## src/rtl/flash_fe_pkg.sv

```systemverilog
package flash_fe_pkg;
  localparam int unsigned DW          = 32;
  localparam int unsigned OFF_MODE    = 'h00;
  localparam int unsigned OFF_CMD     = 'h04;
  localparam int unsigned OFF_STAT    = 'h08;
  localparam int unsigned OFF_RES     = 'h0C;
  localparam int unsigned OFF_WPROT   = 'hE4;
  localparam logic [7:0]  CMD_KEY     = 8'h5A;
  localparam logic [23:0] WPROT_KEY   = 24'h454643;
  localparam logic [31:0] MODE_MASK   = 32'h0401_0F01;
  localparam int unsigned ECC_N       = 4;
  localparam logic [7:0]  OP_LAST     = 8'h15;
  localparam logic [7:0]  OP_HOLE     = 8'h06;

  // Opcode is defined when within the table and not the single gap.
  function automatic logic op_is_valid(input logic [7:0] op);
    return (op <= OP_LAST) && (op != OP_HOLE);
  endfunction

  // Opcodes that write or erase the array (clear the flash error on start).
  function automatic logic op_is_program(input logic [7:0] op);
    case (op)
      8'h01, 8'h02, 8'h03, 8'h04, 8'h05, 8'h07,
      8'h11, 8'h12, 8'h13: return 1'b1;
      default:             return 1'b0;
    endcase
  endfunction

  // Status word layout: ready, cmd err, lock err, flash err, ECC at 16+.
  function automatic logic [DW-1:0] pack_status(input logic rdy, input logic cerr,
                                                input logic lerr, input logic ferr,
                                                input logic [ECC_N-1:0] ecc);
    logic [DW-1:0] w;
    w = '0;
    w[0] = rdy;
    w[1] = cerr;
    w[2] = lerr;
    w[3] = ferr;
    w[16 +: ECC_N] = ecc;
    return w;
  endfunction
endpackage

```

## src/rtl/fe_cmd_gate.sv

```systemverilog
module fe_cmd_gate
  import flash_fe_pkg::*;
(
  input  logic          clk,
  input  logic          rst_n,
  input  logic          cmd_wr,
  input  logic [DW-1:0] wdata,
  input  logic          ready,
  output logic          cmd_keyed,
  output logic          cmd_launch,
  output logic          cmd_reject,
  output logic          launch_prog,
  output logic          start_q,
  output logic [7:0]    op_q,
  output logic [15:0]   arg_q
);
  logic [7:0] op_in;
  logic       op_ok;

  assign op_in       = wdata[7:0];
  assign op_ok       = op_is_valid(op_in);
  assign cmd_keyed   = cmd_wr && (wdata[31:24] == CMD_KEY);
  assign cmd_launch  = cmd_keyed && op_ok && ready;
  assign cmd_reject  = cmd_keyed && !(op_ok && ready);
  assign launch_prog = cmd_launch && op_is_program(op_in);

  always_ff @(posedge clk or negedge rst_n) begin
    if (!rst_n) begin
      start_q <= 1'b0;
      op_q    <= '0;
      arg_q   <= '0;
    end else begin
      start_q <= cmd_launch;
      if (cmd_launch) begin
        op_q  <= op_in;
        arg_q <= wdata[23:8];
      end
    end
  end
endmodule

```

## src/rtl/fe_status_flags.sv

```systemverilog
module fe_status_flags
  import flash_fe_pkg::*;
(
  input  logic             clk,
  input  logic             rst_n,
  input  logic             cmd_keyed,
  input  logic             cmd_launch,
  input  logic             cmd_reject,
  input  logic             launch_prog,
  input  logic             st_rd,
  input  logic             eng_done,
  input  logic             eng_lock_err,
  input  logic             eng_prog_fail,
  input  logic [ECC_N-1:0] eng_ecc,
  input  logic [DW-1:0]    eng_result,
  output logic             ready_q,
  output logic             cmd_err_q,
  output logic             lock_err_q,
  output logic             flash_err_q,
  output logic [ECC_N-1:0] ecc_q,
  output logic [DW-1:0]    result_q
);
  logic done_ev;
  assign done_ev = eng_done && !ready_q;

  always_ff @(posedge clk or negedge rst_n) begin
    if (!rst_n) begin
      ready_q     <= 1'b1;
      cmd_err_q   <= 1'b0;
      lock_err_q  <= 1'b0;
      flash_err_q <= 1'b0;
      result_q    <= '0;
    end else begin
      if (cmd_launch)   ready_q <= 1'b0;
      else if (done_ev) ready_q <= 1'b1;

      if (cmd_keyed)  cmd_err_q <= cmd_reject;
      else if (st_rd) cmd_err_q <= 1'b0;

      if (done_ev && eng_lock_err) lock_err_q <= 1'b1;
      else if (st_rd)              lock_err_q <= 1'b0;

      if (launch_prog)                   flash_err_q <= 1'b0;
      else if (done_ev && eng_prog_fail) flash_err_q <= 1'b1;

      if (done_ev) result_q <= eng_result;
    end
  end

  for (genvar i = 0; i < ECC_N; i++) begin : g_ecc
    always_ff @(posedge clk or negedge rst_n) begin
      if (!rst_n)          ecc_q[i] <= 1'b0;
      else if (eng_ecc[i]) ecc_q[i] <= 1'b1;
      else if (st_rd)      ecc_q[i] <= 1'b0;
    end
  end
endmodule

```

## src/rtl/fe_config_regs.sv

```systemverilog
module fe_config_regs
  import flash_fe_pkg::*;
(
  input  logic          clk,
  input  logic          rst_n,
  input  logic          mode_wr,
  input  logic          wprot_wr,
  input  logic [DW-1:0] wdata,
  output logic [DW-1:0] mode_q,
  output logic          wp_en_q,
  output logic          mode_wr_ev
);
  assign mode_wr_ev = mode_wr && !wp_en_q;

  always_ff @(posedge clk or negedge rst_n) begin
    if (!rst_n) begin
      mode_q  <= '0;
      wp_en_q <= 1'b0;
    end else begin
      if (mode_wr_ev) mode_q <= wdata & MODE_MASK;
      if (wprot_wr && (wdata[31:8] == WPROT_KEY)) wp_en_q <= wdata[0];
    end
  end
endmodule

```

## src/rtl/flash_cmd_frontend.sv

```systemverilog
module flash_cmd_frontend
  import flash_fe_pkg::*;
#(
  parameter int unsigned ADDR_W = 8
) (
  input  logic              clk,
  input  logic              rst_n,
  input  logic              bus_sel,
  input  logic              bus_wr,
  input  logic [ADDR_W-1:0] bus_addr,
  input  logic [DW-1:0]     bus_wdata,
  output logic [DW-1:0]     bus_rdata,
  output logic              eng_start,
  output logic [7:0]        eng_opcode,
  output logic [15:0]       eng_arg,
  input  logic              eng_done,
  input  logic              eng_lock_err,
  input  logic              eng_prog_fail,
  input  logic [ECC_N-1:0]  eng_ecc,
  input  logic [DW-1:0]     eng_result,
  output logic              irq_ready
);
  localparam logic [ADDR_W-1:0] A_MODE  = ADDR_W'(OFF_MODE);
  localparam logic [ADDR_W-1:0] A_CMD   = ADDR_W'(OFF_CMD);
  localparam logic [ADDR_W-1:0] A_STAT  = ADDR_W'(OFF_STAT);
  localparam logic [ADDR_W-1:0] A_RES   = ADDR_W'(OFF_RES);
  localparam logic [ADDR_W-1:0] A_WPROT = ADDR_W'(OFF_WPROT);

  // Named access events
  logic wr_ev, rd_ev;
  logic cmd_wr, mode_wr, wprot_wr, st_rd;
  assign wr_ev    = bus_sel && bus_wr;
  assign rd_ev    = bus_sel && !bus_wr;
  assign cmd_wr   = wr_ev && (bus_addr == A_CMD);
  assign mode_wr  = wr_ev && (bus_addr == A_MODE);
  assign wprot_wr = wr_ev && (bus_addr == A_WPROT);
  assign st_rd    = rd_ev && (bus_addr == A_STAT);

  logic cmd_keyed, cmd_launch, cmd_reject, launch_prog;
  logic ready_q, cmd_err_q, lock_err_q, flash_err_q;
  logic [ECC_N-1:0] ecc_q;
  logic [DW-1:0] result_q, mode_q;
  logic wp_en_q, mode_wr_ev;

  fe_cmd_gate u_gate (
    .clk, .rst_n, .cmd_wr, .wdata(bus_wdata), .ready(ready_q),
    .cmd_keyed, .cmd_launch, .cmd_reject, .launch_prog,
    .start_q(eng_start), .op_q(eng_opcode), .arg_q(eng_arg)
  );

  fe_status_flags u_flags (
    .clk, .rst_n, .cmd_keyed, .cmd_launch, .cmd_reject, .launch_prog, .st_rd,
    .eng_done, .eng_lock_err, .eng_prog_fail, .eng_ecc, .eng_result,
    .ready_q, .cmd_err_q, .lock_err_q, .flash_err_q, .ecc_q, .result_q
  );

  fe_config_regs u_cfg (
    .clk, .rst_n, .mode_wr, .wprot_wr, .wdata(bus_wdata),
    .mode_q, .wp_en_q, .mode_wr_ev
  );

  always_comb begin
    bus_rdata = '0;
    if (rd_ev) begin
      case (bus_addr)
        A_MODE:  bus_rdata = mode_q;
        A_STAT:  bus_rdata = pack_status(ready_q, cmd_err_q, lock_err_q, flash_err_q, ecc_q);
        A_RES:   bus_rdata = result_q;
        A_WPROT: bus_rdata = {{(DW-1){1'b0}}, wp_en_q};
        default: bus_rdata = '0;
      endcase
    end
  end

  assign irq_ready = mode_q[0] && ready_q;
endmodule

```

## config.mk

```make
export PLATFORM = sky130hd
export DESIGN_NAME = flash_cmd_frontend
export DESIGN_NICKNAME = d
export VERILOG_FILES = /design/src/rtl/flash_fe_pkg.sv /design/src/rtl/fe_cmd_gate.sv /design/src/rtl/fe_status_flags.sv /design/src/rtl/fe_config_regs.sv /design/src/rtl/flash_cmd_frontend.sv
export SDC_FILE = /design/constraint.sdc
export NUM_CORES = 1
export LEC_CHECK = 0
export CAP_MARGIN = 20
export CORE_ASPECT_RATIO = 0.9
export CORE_MARGIN = 2
export CORE_UTILIZATION = 46
export DETAILED_ROUTE_END_ITERATION = 7
export PLACE_DENSITY_LB_ADDON = 0.15
export SETUP_SLACK_MARGIN = 0.4
export SYNTH_ARGS = -nofsm -noshare
export SYNTH_HDL_FRONTEND = slang
export SYNTH_SLANG_ARGS = --single-unit
```

## constraint.sdc

```tcl
create_clock -name clk -period 3.9 [get_ports clk]
set_input_delay 0.39 -clock clk [delete_from_list [all_inputs] [get_ports clk]]
set_output_delay 0.39 -clock clk [all_outputs]
set_load 0.02 [all_outputs]
```

# Word level (Yosys, flattened, before mapping)

Memory sizes are Yosys's and may differ from the RTL's.
Index checks and enable logic that the tools add are counted.

Bits in registers: 73
Memory bits (read-only): 32
Bits of input ports: 83
Word-level logic and storage cells: 70
Memories kept: 1

Memories:

| memory           | words | width | read ports | clocked after Yosys merged registers in | write ports | line               | text |
|---|---|---|---|---|---|---|---|
| (name not given) | 32    | 1     | 1          | 0                                       | 0           | flash_fe_pkg.sv:22 | `case (op)` |

Order comparisons: 1
Eq/ne operators: 7
Multiplexer cells: 14
Reductions and logical operators: 33

Operators by type and width:

| cell                 | number |
|---|---|
| $pmux 32 s4          | 1 |
| $mux 32              | 1 |
| $eq 24x23->1 const B | 1 |
| $logic_and 1x1->1    | 19 |
| $eq 8x4->1 const B   | 2 |
| $reduce_bool 2->1    | 8 |
| $mux 1               | 12 |
| $eq 8x3->1 const B   | 1 |
| $eq 8x7->1 const B   | 1 |
| $eq 8x8->1 const B   | 1 |
| $le 8x5->1 const B   | 1 |
| $logic_not 8->1      | 1 |
| $ne 8x3->1 const B   | 1 |
| $logic_not 1->1      | 4 |
| $logic_not 3->1      | 1 |

# Longest topological paths before layout

Gate-level depths: netlist (run 1).

Depth in word-level cells: 7
Gate-level depth with buffers: 6
Mapped depth without buffers: 4

# Modules after synthesis

From an unflattened synthesis (run 1), not the netlist that was laid out.

Cells, all modules: 372
Area, all modules: 4418.0 um2

Modules (own cells, without submodules):

| module             | times used | cells an instance | area each (um2) | sequential area each (um2) |
|---|---|---|---|---|
| fe_status_flags    | 1          | 90                | 1635.3          | 1002.2 |
| flash_cmd_frontend | 1          | 148               | 1178.6          | 0.0 |
| fe_cmd_gate        | 1          | 66                | 1013.5          | 625.6 |
| fe_config_regs     | 1          | 68                | 590.6           | 200.2 |

# Worst setup path before layout (run 1)

No wires, ideal clock.

Kind: input-to-output
Start: in bus_addr[4]
End: out bus_rdata[0]
Arrival time: 2.174 ns
Slack: 1.336 ns
Cell stages on the path: 5
Cells stage by stage: or4_1 > buf_4 > nor4_1 > a22oi_1 > a21oi_1

Longest elaborated chain between the ends: 3

RTL lines:

| what                               | line                     | text |
|---|---|---|
| start, declared                    | flash_cmd_frontend.sv:10 | `input logic [ADDR_W-1:0] bus_addr,` |
| $eq 8x8->1 (tied with other cells) | flash_cmd_frontend.sv:65 | `case (bus_addr)` |
| $pmux 32 s4 *                      | flash_cmd_frontend.sv:65 |  |
| $mux 32 *                          | flash_cmd_frontend.sv:64 | `if (rd_ev) begin` |
| end, declared                      | flash_cmd_frontend.sv:12 | `output logic [DW-1:0] bus_rdata,` |

Mark *: on every way between the ends. The rest lies on a longest branch, timed or not.

# Worst setup path after layout (run 1)

Start: in bus_addr[4]
End: out bus_rdata[16]

Same word-level chain as after synthesis.

==> results.py, run 1 <==
metrics = {
    "status": {
        "outcome": "finished, final reports clean",
    },
    "timing": {
        "hold_viol": 0,
        "setup_slack_ns": 0.5664,
        "period_needed_ns": 3.334,
        "whs_ns": 0.1706,
        "fin_crit_sh_pct": 85.48,
        "slew_violations": 0,
        "max_slew_margin_pct": 35.27,
        "worst_pin_slew_ns": 0.9690,
        "setup_viol": 0,
        "fmax_mhz": 300.0,
        "skew_ns": 0.01265,
        "rsz0062_at_grt": "false",
        "fin_setup_tns_ns": 0,
    },
    "critical_path": {
        "critPathKind": "primary input to output pin",
        "worst_path_largest_cell_delay_ns": 0.72,
        "crit_top_cell": "clkdlybuf4s50_1",
        "startpoint_type": "primary input",
        "reg2reg_from": "u_flags.ready_q$_DFFE_PN1P_",
        "crit_start": "bus_addr[4]",
        "crit_chain": "clkdlybuf4s50_1 -> or4_1 -> a211oi_1 -> o21ai_0 -> buf_4 -> nor4_1 -> clkdlybuf4s50_1",
        "arrival_ns": 2.94,
        "r2r_setup_slack_ns": 1.92,
        "ff2ff_path_depth": 4,
        "crit_path_end_kind": "output pin",
        "worstReg2RegEnd": "u_gate.op_q[3]$_DFFE_PN0P_",
        "crit_required_ns": 3.51,
        "slowest_stage": "or4_1",
        "worstPathMaxFanout": 13,
    },
    "clock_network": {
        "clock_sinks": 73,
        "cts_root_buffer": "clkbuf_8",
        "cts.clk_slew.worst_paths_ns": 0.08,
        "h-tree-depth": 3,
        "cts_buffers": 9,
        "insertion_delay_ns": 0.34,
        "cts_tree": "yes",
        "post_cts_buffers": 0,
        "clk_path_buf_depth": 2,
    },
    "detailed_routing": {
        "vias": 2634,
        "firstDrtPassIters": 4,
        "drt-wirelength-per-cell_um": 16.94,
        "ant_nets": 0,
        "drt_iter0_drc": 110,
        "drt_wl_total_mm": 8.469,
        "vias_per_cell": 5.268,
        "drcViolationCount": 0,
    },
    "placed_design": {
        "post_dp_cell_area_mm2": 0.004810,
        "place_inst": 484,
        "pre_cts_slack_ns": 0.5627,
        "io_buffers": 140,
        "gp_congestion": 0.9014,
        "dp_hpwl_mm": 6.218,
    },
    "die": {
        "die_height_um": 84.65,
        "core_mm2": 0.007039,
        "io_pins": 141,
        "die-area_mm2": 0.007924,
        "start_util_pct": 47.23,
        "rows": 29,
        "die_x_um": 93.61,
    },
    "global_route": {
        "grt_use_total_pct": 21.86,
        "overflow": 0,
        "grt_pass1_vias": 2727,
        "grt_max_degree": 74,
        "antenna_found_initial": 0,
        "grt_pass1_wl_mm": 13.28,
    },
    "logic_synthesis": {
        "synthArstFlopShare_pct": 100.0,
        "synth.area.top_cells": "dfrtp_1 54%, mux2_2 21%, and2_1 3.8%",
        "synth_nets": 344,
        "synth_area_per_cell_um2": 12.74,
        "ys_seq_elements": 73,
        "ys_seq_area_share_pct": 54.99,
        "synth_commonest_cells": "72 x dfrtp_1, 61 x mux2_2, 20 x and2_1, 16 x nor2_1, 12 x a22oi_1",
        "syn_inst": 261,
        "yosys.area.top_type": "dfrtp_1",
        "synth_edf_count": 0,
        "synth_most_common_cell": "dfrtp_1",
        "ys_types": 43,
        "netlist.area_leader.share_pct": 54.20,
        "syn_area_mm2": 0.003324,
        "yosys_most_used_dff": "dfrtp_1",
        "ys_warn_count": 0,
    },
    "pwr": {
        "max-vdd-ir-drop_v": 0.0002002,
        "powerDensity_mw_per_mm2": 318.1,
        "power_leakage_uw": 0.002080,
    },
    "cells_and_area": {
        "area_delta_synth_final_pct": 51.07,
        "final_area_mm2": 0.005022,
        "final_cells": 500,
        "nets": 485,
        "drive_gt1_share_pct": 22.36,
        "n_antenna_cell": 0,
    },
    "worst_hold_path": {
        "hold_class": "primary input to asynchronous set/reset pin",
    },
    "flow_run": {
        "maxCapViolCount": 0,
    },
}
metrics by stage:
step	utilization [%]	total power, uW
global placement	68.33	998.9
finish	71.35	1598
CTS	71.26	1619
floorplan	-	884.3
global route	71.35	1663
detailed placement	68.33	1006
worst max path at each step:
stage / end / slack [ns] / depth (start not counted)
4_1_cts: bus_rdata[16] / 0.57 / 7
6_report: bus_rdata[16] / 0.57 / 7
3_5_place_dp: bus_rdata[16] / 0.56 / 7
3_3_place_gp: bus_rdata[16] / 0.60 / 7
5_1_grt: bus_rdata[16] / 0.41 / 7
2_1_floorplan: bus_rdata[0] / 1.34 / 5
registers in the layout, indices dropped and copies added (netlist names):
| signal | flops |
|---|---|
| u_gate.start_q | 1 |
| u_flags.ready_q | 1 |
| u_flags.ecc_q | 4 |
| u_flags.cmd_err_q | 1 |
| u_flags.lock_err_q | 1 |
| u_flags.result_q | 32 |
| u_gate.arg_q | 16 |
| u_flags.flash_err_q | 1 |
| u_cfg.wp_en_q | 1 |
| u_gate.op_q | 8 |
| u_cfg.mode_q | 7 |
cells in the final DEF, fill, tap and decap left out, types with 5 or more instances in the layout:
cell / count
a21oi_1: 6
a22oi_1: 12
and2_1: 20
buf_4: 5
clkbuf_8: 11
clkdlybuf4s50_1: 139
dfrtp_1: 72
mux2_2: 61
nor2_1: 16
nor4_1: 5
cell families after synthesis:
family	after synthesis	synth area share, %
muxes	62	20.96
buffers and inverters	15	2.296
and+or+nand+nor	81	15.39
DFF	73	54.99
AOI/OAI and AO/OA	29	6.098
xor gates and xnor gates	1	0.2635
report_power, final:
part / switching, uW / leakage (uW) / internal (uW)
clock network: 277 / 0.000103 / 331
registers: 20.6 / 0.000941 / 799
logic: 57.6 / 0.00104 / 113
final cells by class:
class | count | area [um2]
Fill cell | 530 | 2017
Sequential cell | 73 | 1828
Multi-Input combinational cell | 173 | 1439
Timing Repair Buffer | 144 | 1429
Clock buffer | 12 | 155.1
Tap cell | 93 | 116.4
Clock inverter | 4 | 51.30
Inverter | 1 | 3.754
critical path: cells and delay by family:
family | cells | cell delay [ns]
buffers and inverters | 3 | 1.28
AND/OR/NAND/NOR | 2 | 0.95
AO/OA/AOI/OAI | 2 | 0.32
per-layer routing:
metal | vias to the layer above | part of all wire [%] | global-route usage, % | wire length (um)
met2 | 90 | 48 | 34.73 | 4099
met4 | 0 | 1.1 | 7.115 | 90
li1 | 1231 | - | - | -
met5 | - | 0 | 0 | 0
met1 | 1305 | 42 | 28.35 | 3588
met3 | 8 | 8.2 | 7.451 | 691
what timing repair did:
item	in CTS	in global routing
endpoints found under the setup margin	0	7
hold buffers	0	0
endpoints found under the hold margin	0	0
resized for setup	0	1
(Power assumes the default switching activity.)
==> run 2: changes to the inputs <==
--- a/config.mk
+++ b/config.mk
@@ -9,8 +9,11 @@
 export CORE_ASPECT_RATIO = 0.9
 export CORE_MARGIN = 2
 export CORE_UTILIZATION = 46
+export CTS_BUF_LIST = sky130_fd_sc_hd__clkbuf_16
+export CTS_CLUSTER_SIZE = 20
 export DETAILED_ROUTE_END_ITERATION = 7
 export PLACE_DENSITY_LB_ADDON = 0.15
+export REMOVE_ABC_BUFFERS = 1
 export SETUP_SLACK_MARGIN = 0.4
 export SYNTH_ARGS = -nofsm -noshare
 export SYNTH_HDL_FRONTEND = slang
==> results.py, run 2 (synthesis results as in run 1) <==
metrics = {
    "detailed_routing": {
        "drt_wl_total_mm": 8.483,
        "ant_nets": 0,
        "drcViolationCount": 0,
        "vias": 2632,
        "firstDrtPassIters": 4,
        "drt_iter0_drc": 104,
        "drt-wirelength-per-cell_um": 16.97,
        "vias_per_cell": 5.264,
    },
    "die": {
        "die-area_mm2": 0.007924,
        "die_height_um": 84.65,
        "core_mm2": 0.007039,
        "rows": 29,
        "die_x_um": 93.61,
        "start_util_pct": 47.23,
        "io_pins": 141,
    },
    "flow_run": {
        "maxCapViolCount": 0,
    },
    "cells_and_area": {
        "area_delta_synth_final_pct": 53.71,
        "final_area_mm2": 0.005110,
        "n_antenna_cell": 0,
        "nets": 485,
        "largest_reg_flops": 32,
        "regMostFlops": "u_flags.result_q",
        "final_cell_mix": "139 x clkdlybuf4s50_1, 72 x dfrtp_1, 61 x mux2_2",
        "drive_gt1_share_pct": 21.13,
        "reg.largest.list": "u_flags.result_q x32, u_gate.arg_q x16, u_gate.op_q x8",
        "mostFrequentLayoutCell": "clkdlybuf4s50_1",
    },
    "critical_path": {
        "ff2ff_path_depth": 4,
        "worstReg2RegEnd": "u_gate.arg_q[10]$_DFFE_PN0P_",
        "startpoint_type": "primary input",
        "crit_required_ns": 3.51,
        "worstPathMaxFanout": 12,
        "r2r_setup_slack_ns": 1.94,
        "crit_path_end_kind": "output pin",
        "reg2reg_from": "u_flags.ready_q$_DFFE_PN1P_",
        "crit_start": "bus_addr[4]",
        "arrival_ns": 2.98,
        "critPathKind": "primary input to output pin",
        "cp-endpoint": "bus_rdata[0]",
    },
    "pwr": {
        "switching_share_pct": 20.22,
        "total_power_uw": 1832,
        "intPower_uw": 1462,
        "power_switching_uw": 370.4,
        "p_comb_share_pct": 9.2,
        "power_leakage_uw": 0.002135,
        "max-vdd-ir-drop_v": 0.0003011,
        "power.clock.fraction_pct": 45.9,
        "powerDensity_mw_per_mm2": 358.5,
        "p_seq_share_pct": 44.8,
    },
    "clock_network": {
        "cts_root_buffer": "clkbuf_16",
        "clk_path_buf_depth": 2,
        "cts_buffers": 9,
        "cts_hold_buf": 0,
        "insertion_delay_ns": 0.33,
        "clock_sinks": 73,
        "cts.clk_slew.worst_paths_ns": 0.05,
        "h-tree-depth": 3,
        "cts_tree": "yes",
    },
    "timing": {
        "max_slew_margin_pct": 35.18,
        "worst_pin_slew_ns": 0.9703,
        "fmax_mhz": 296.5,
        "fin_crit_sh_pct": 86.47,
        "period_needed_ns": 3.372,
        "skew_ns": 0.003396,
        "slew_violations": 0,
        "rsz0062_at_grt": "false",
        "fin_setup_tns_ns": 0,
        "setup_viol": 0,
        "whs_ns": 0.1685,
        "hold_viol": 0,
    },
    "global_route": {
        "grt_max_degree": 74,
        "overflow": 0,
        "grt_pass1_wl_mm": 13.41,
        "grt_use_total_pct": 21.91,
        "antenna_found_initial": 0,
        "grt_pass1_vias": 2758,
    },
    "placed_design": {
        "post_dp_cell_area_mm2": 0.004805,
        "dp_hpwl_mm": 6.039,
        "gp_congestion": 0.8234,
        "io_buffers": 140,
    },
    "worst_hold_path": {
        "hold_class": "primary input to asynchronous set/reset pin",
    },
    "status": {
        "outcome": "finished, final reports clean",
    },
}
## run 2: changes by cell type in the layout (fill, tap and decap cells not counted), moves of 2 or more
| cell | change |
|---|---|
| clkbuf_16 | +9 |
| clkinv_1 | +2 |
| clkbuf_8 | -11 |
| inv_1 | +3 |
## run 2: how the worst min path moves through the flow
stage                                            start  slack [ns]                           end  cells past startpoint
after floorplan                                  rst_n        0.09   u_cfg.mode_q[0]$_DFFE_PN0P_                      0
after global placement    u_flags.ecc_q[0]$_DFFE_PN0P_        0.47  u_flags.ecc_q[0]$_DFFE_PN0P_                      1
after detailed placement  u_flags.ecc_q[3]$_DFFE_PN0P_        0.47  u_flags.ecc_q[3]$_DFFE_PN0P_                      1
after CTS                                        rst_n        0.24  u_gate.arg_q[14]$_DFFE_PN0P_                      1
after global routing                             rst_n        0.27    u_gate.op_q[1]$_DFFE_PN0P_                      1
final                                            rst_n        0.17  u_gate.arg_q[14]$_DFFE_PN0P_                      1
## run 2: through the flow
stage	util, %	setup WS [ns]	std cells
after global placement	68.25	0.6609	484
after floorplan	-	1.129	247
after CTS	72.57	0.5495	500
final	72.59	0.5277	500
after detailed placement	68.25	0.6071	484
after global routing	72.59	0.4387	500
## run 2: power groups by stage
stage          registers [uW]  logic (uW)  clock network (uW)
2_1_floorplan             827        54.1                   0
3_3_place_gp              833         166                   0
3_5_place_dp              834         170                   0
4_1_cts                   821         171                 861
5_1_grt                   826         184                 890
6_report                  821         169                 842
## run 2: repair_timing
| item | 4_1_cts | 5_1_grt |
|---|---|---|
| setup endpoints to repair | 0 | 10 |
| hold endpoints to repair | 0 | 0 |
| gates resized for setup | 0 | 1 |
| setup buffers | 0 | 0 |
## run 2: cell type report
type	instances	area (um2)
Fill cell	544	1929
Clock buffer	9	225.2
Tap cell	93	116.4
Multi-Input combinational cell	173	1429
Timing Repair Buffer	144	1429
Inverter	1	3.754
Clock inverter	7	78.83
Sequential cell	73	1828
## run 2: critical path, stage by stage
cell	delay, ns
clkdlybuf4s50_1	0.43
or4_1	0.73
a211oi_1	0.31
o21ai_1	0.13
buf_4	0.21
a21oi_1	0.15
clkdlybuf4s50_1	0.63
## run 2: per-layer routing
metal	track usage [%]	share of wire, %	vias to the layer above	wire [um]
met5	0	0	-	0
met4	6.456	1.1	0	96
met3	7.810	8.4	8	715
met2	35.97	48	102	4108
met1	27.41	42	1288	3562
li1	-	-	1234	-
